$ cat src/rtl/asu_pkg.sv
package asu_pkg;

  typedef struct packed {
    logic subtract;
    logic is_signed;
  } asu_mode_t;

  function automatic asu_mode_t decode_mode(input logic sub, input logic sgn);
    asu_mode_t m;
    m.subtract  = sub;
    m.is_signed = sgn;
    return m;
  endfunction

  function automatic logic fa_sum(input logic x, input logic y, input logic ci);
    return x ^ y ^ ci;
  endfunction

  function automatic logic fa_carry(input logic x, input logic y, input logic ci);
    return (x & y) | (ci & (x ^ y));
  endfunction

  function automatic logic ha_sum(input logic x, input logic ci);
    return x ^ ci;
  endfunction

  function automatic logic ha_carry(input logic x, input logic ci);
    return x & ci;
  endfunction

endpackage

$ cat src/rtl/asu_bcond.sv
module asu_bcond #(
  parameter int WIDTH = 8
) (
  input  logic [WIDTH-1:0] b_in,
  input  logic             invert,
  output logic [WIDTH-1:0] b_out
);
  for (genvar i = 0; i < WIDTH; i++) begin : g_bit
    assign b_out[i] = b_in[i] ^ invert;
  end

  always_comb begin
    a_r2_invert_all: assert (invert ? (b_out == ~b_in) : (b_out == b_in))
      else $error("R2: conditional inverter mismatch");
  end
endmodule

$ cat src/rtl/asu_ripple.sv
module asu_ripple #(
  parameter int WIDTH = 8
) (
  input  logic [WIDTH-1:0] a,
  input  logic [WIDTH-1:0] b,
  input  logic             cin,
  output logic [WIDTH-1:0] sum,
  output logic [WIDTH:0]   carry
);
  assign carry[0] = cin;

  for (genvar i = 0; i < WIDTH; i++) begin : g_fa
    assign sum[i]       = asu_pkg::fa_sum(a[i], b[i], carry[i]);
    assign carry[i+1]   = asu_pkg::fa_carry(a[i], b[i], carry[i]);
  end

  always_comb begin
    a_r1_ripple_total: assert ({carry[WIDTH], sum} ==
                               ({1'b0, a} + {1'b0, b} + {{WIDTH{1'b0}}, cin}))
      else $error("R1: ripple chain total mismatch");
  end
endmodule

$ cat src/rtl/asu_negate.sv
module asu_negate #(
  parameter int WIDTH = 8
) (
  input  logic [WIDTH-1:0] x,
  output logic [WIDTH-1:0] y
);
  logic [WIDTH-1:0] inv;
  logic [WIDTH-1:0] c;

  assign inv  = ~x;
  assign c[0] = 1'b1;

  for (genvar i = 0; i < WIDTH; i++) begin : g_inc
    assign y[i] = asu_pkg::ha_sum(inv[i], c[i]);
    if (i < WIDTH - 1) begin : g_chain
      assign c[i+1] = asu_pkg::ha_carry(inv[i], c[i]);
    end
  end

  always_comb begin
    a_r4_negate_inverse: assert (WIDTH'(x + y) == '0)
      else $error("R4: negation stage does not cancel its input");
  end
endmodule

$ cat src/rtl/asu_core.sv
module asu_core #(
  parameter int WIDTH = 8
) (
  input  logic [WIDTH-1:0] opa,
  input  logic [WIDTH-1:0] opb,
  input  logic             sub_mode,
  input  logic             signed_mode,
  output logic [WIDTH-1:0] result,
  output logic             cout,
  output logic             overflow,
  output logic             neg
);
  import asu_pkg::*;

  localparam int MSB = WIDTH - 1;

  asu_mode_t        mode;
  logic [WIDTH-1:0] b_eff;
  logic [WIDTH-1:0] raw_sum;
  logic [WIDTH:0]   carry;
  logic [WIDTH-1:0] magnitude;
  logic             end_carry;
  logic             carry_into_msb;
  logic             borrow_seen;

  assign mode = decode_mode(sub_mode, signed_mode);

  asu_bcond #(.WIDTH(WIDTH)) u_bcond (
    .b_in   (opb),
    .invert (mode.subtract),
    .b_out  (b_eff)
  );

  asu_ripple #(.WIDTH(WIDTH)) u_ripple (
    .a     (opa),
    .b     (b_eff),
    .cin   (mode.subtract),
    .sum   (raw_sum),
    .carry (carry)
  );

  asu_negate #(.WIDTH(WIDTH)) u_negate (
    .x (raw_sum),
    .y (magnitude)
  );

  assign end_carry      = carry[WIDTH];
  assign carry_into_msb = carry[MSB];
  assign borrow_seen    = mode.subtract & ~mode.is_signed & ~end_carry;

  assign result   = borrow_seen ? magnitude : raw_sum;
  assign cout     = end_carry;
  assign overflow = mode.is_signed & (carry_into_msb ^ end_carry);
  assign neg      = borrow_seen;

  always_comb begin
    if (sub_mode && !signed_mode && !neg) begin
      a_r3_diff_restores: assert (WIDTH'(result + opb) == opa)
        else $error("R3: positive difference does not restore minuend");
    end
    if (neg) begin
      a_r4_mag_restores: assert ((WIDTH'(opa + result) == opb) && (result != '0))
        else $error("R4: magnitude does not restore subtrahend");
    end
    if (overflow && !sub_mode) begin
      a_r5_ovf_same_sign: assert ((opa[MSB] == opb[MSB]) && (result[MSB] != opa[MSB]))
        else $error("R5: overflow without same-sign operands");
    end
    if (overflow && sub_mode) begin
      a_r7_ovf_diff_sign: assert ((opa[MSB] != opb[MSB]) && (result[MSB] != opa[MSB]))
        else $error("R7: subtract overflow without opposite-sign operands");
    end
    a_r6_flags_gated: assert (!(overflow && !signed_mode) &&
                              !(neg && (signed_mode || !sub_mode)))
      else $error("R6: flag active outside its mode");
  end
endmodule

$ cat config.mk
export PLATFORM = sky130hd
export DESIGN_NAME = asu_core
export DESIGN_NICKNAME = d
export VERILOG_FILES = /design/src/rtl/asu_pkg.sv /design/src/rtl/asu_bcond.sv /design/src/rtl/asu_ripple.sv /design/src/rtl/asu_negate.sv /design/src/rtl/asu_core.sv
export SDC_FILE = /design/constraint.sdc
export NUM_CORES = 1
export LEC_CHECK = 0
export ABC_AREA = 1
export BUFFER_PORTS_ARGS = -buffer_cell sky130_fd_sc_hd__buf_4
export CELL_PAD_IN_SITES_DETAIL_PLACEMENT = 0
export CELL_PAD_IN_SITES_GLOBAL_PLACEMENT = 2
export CORE_MARGIN = 3
export CORE_UTILIZATION = 25
export DETAILED_ROUTE_END_ITERATION = 10
export PLACE_DENSITY_LB_ADDON = 0.1
export SLEW_MARGIN = 25
export SYNTH_ARGS = -nofsm -noshare
export SYNTH_HDL_FRONTEND = slang
export SYNTH_SLANG_ARGS = --single-unit
$ cat constraint.sdc
create_clock -name vclk -period 12.2
set_input_delay 2.44 -clock vclk [all_inputs]
set_output_delay 2.44 -clock vclk [all_outputs]
set_load 0.1 [all_outputs]
==> impl_metrics.json <==
{
  "ant_nets": 0,
  "die_x_um": 50.7,
  "worstSetupPathType": "in -> out",
  "arrival_ps": 5950,
  "worstPathMaxFanout": 10,
  "diodes": 0,
  "hold_ws_ps": 5270,
  "hold_class": "in -> out",
  "layout_commonest_cell": "buf_4",
  "swShare": 0.750,
  "fin_crit_sh": 0.688,
  "syn-num-nets": 101,
  "hold_buffers": 0,
  "layout_common_cells": "buf_4, nand2_1, inv_1",
  "grt_setup_unrepaired": "false",
  "nClkBuffers": 0,
  "antenna_found_initial": 0,
  "n_sequential_cell": 0,
  "netlist_area_um2": 499,
  "avgSynthCellArea_um2": 7.13,
  "die_h_um": 50.7,
  "cp.required_ps": 9760,
  "syn_to_final_growth_pct": 47.6,
  "start_kind": "primary input",
  "hold_viol": 0,
  "wire_per_inst_um": 8.77,
  "outcome": "finished, final reports clean",
  "dp_hpwl_um": 982,
  "num_vias": 460,
  "setup_tns_ps": 0,
  "powerDensity_nw_per_um2": 163,
  "grt_start_max_net_pins": 11,
  "fin_crit_ps": 8390,
  "endpoint_kind": "output pin",
  "ff_latch_area_um2": 0,
  "wl_um": 1080,
  "drt_first_pass_iters": 3,
  "nNetsFinal": 131,
  "synth_warnings": 0,
  "place_congestion": 0.693,
  "drc": 0,
  "fillers": 205,
  "start_util": 0.277,
  "finalPower_mw": 0.120,
  "grt_overflow": 0,
  "synth_cell_types": 12,
  "setup_viol": 0,
  "cts_resized": 0,
  "dieArea_um2": 2570,
  "ir_worst_vdd_uv": 65.8,
  "core_um2": 1800,
  "drive_above_1_share": 0.316,
  "fp-row-count": 15,
  "multi_input_area_um2": 424,
  "numPortBuffers": 29,
  "power_frac_seq": 0,
  "slew_violations": 0,
  "relSlewSlack": 0.799,
  "grt_pass1_vias": 440,
  "power_frac_comb": 1.000,
  "yosysSeqAreaShare": 0,
  "detail_route.iter0.violations": 2,
  "io_pins": 29,
  "p_switching_mw": 0.0901,
  "vias_per_cell": 3.74,
  "syn_inst": 70,
  "clock_power_share": 0,
  "intPower_mw": 0.0300,
  "power_leakage_nw": 0.438,
  "worst_pin_slew_ps": 300,
  "cap_violations": 0,
  "fmax_ghz": 0.119,
  "cts_setup_buffers": 0,
  "grt_pass1_wl_um": 1750,
  "grt_usage": 0.0872
}
-- Yosys cell counts --
master	number	area, µm²
o21ai_0	1	5.00
nand2_1	25	93.8
nand2_4	1	11.3
buf_6	1	11.3
inv_1	17	63.8
xor2_1	3	26.3
ha_1	6	75.1
nor2_4	1	11.3
nor2_1	1	3.75
fa_1	7	140
xnor2_1	6	52.6
nand3_1	1	5.00
-- cell families (layout without fill, tap and decap cells) --
family | after synthesis | in the layout | share of synthesized area
compound gates | 1 | 1 | 0.0100
xor+xnor | 9 | 9 | 0.158
fa+ha+maj | 13 | 13 | 0.431
buf+inv | 18 | 46 | 0.150
simple gates | 29 | 29 | 0.251
-- worst paths after layout --
path                        start   endpoint  slack [ps]  cells past startpoint
worst max-delay path     sub_mode  result[1]        3810                     15
worst min-delay path  signed_mode        neg        5270                      3
-- routing by layer --
metal | track usage | vias up | share of wire
met3 | 0.00890 | 0 | 0.085
li1 | - | 256 | -
met1 | 0.114 | 187 | 0.46
met2 | 0.163 | 17 | 0.45
met5 | 0 | - | 0
met4 | 0 | 0 | 0
-- worst max-delay path: stages --
cell,delay (ps)
buf_4,170
inv_1,50
o21ai_0,190
fa_1,230
fa_1,200
fa_1,160
inv_1,50
fa_1,390
fa_1,390
fa_1,430
fa_1,490
nand3_1,300
nand2_1,90
nand2_1,80
buf_4,280
-- power by group through the flow --
| stage | clock (mW) | sequential, mW | combinational, mW |
|---|---|---|---|
| finish | 0 | 0 | 0.120 |
| floorplan | 0 | 0 | 0.0968 |
| global placement | 0 | 0 | 0.121 |
| global route | 0 | 0 | 0.129 |
| CTS | 0 | 0 | 0.122 |
| detailed placement | 0 | 0 | 0.121 |
-- final cells by class --
cell class                 count  share of cell area
multi-input combinational     52               0.576
tap                           25              0.0424
inverter                      17              0.0866
timing repair buffer          29               0.295
-- per-stage QoR --
step	cells	utilization	cell area [µm²]	setup WS, ps
floorplan	70	-	499	3350
global placement	123	0.409	737	3790
detailed placement	123	0.409	737	3760
CTS	123	0.409	737	3750
global route	123	0.409	737	3500
finish	123	0.409	737	3810
(Power assumes the default switching activity.)
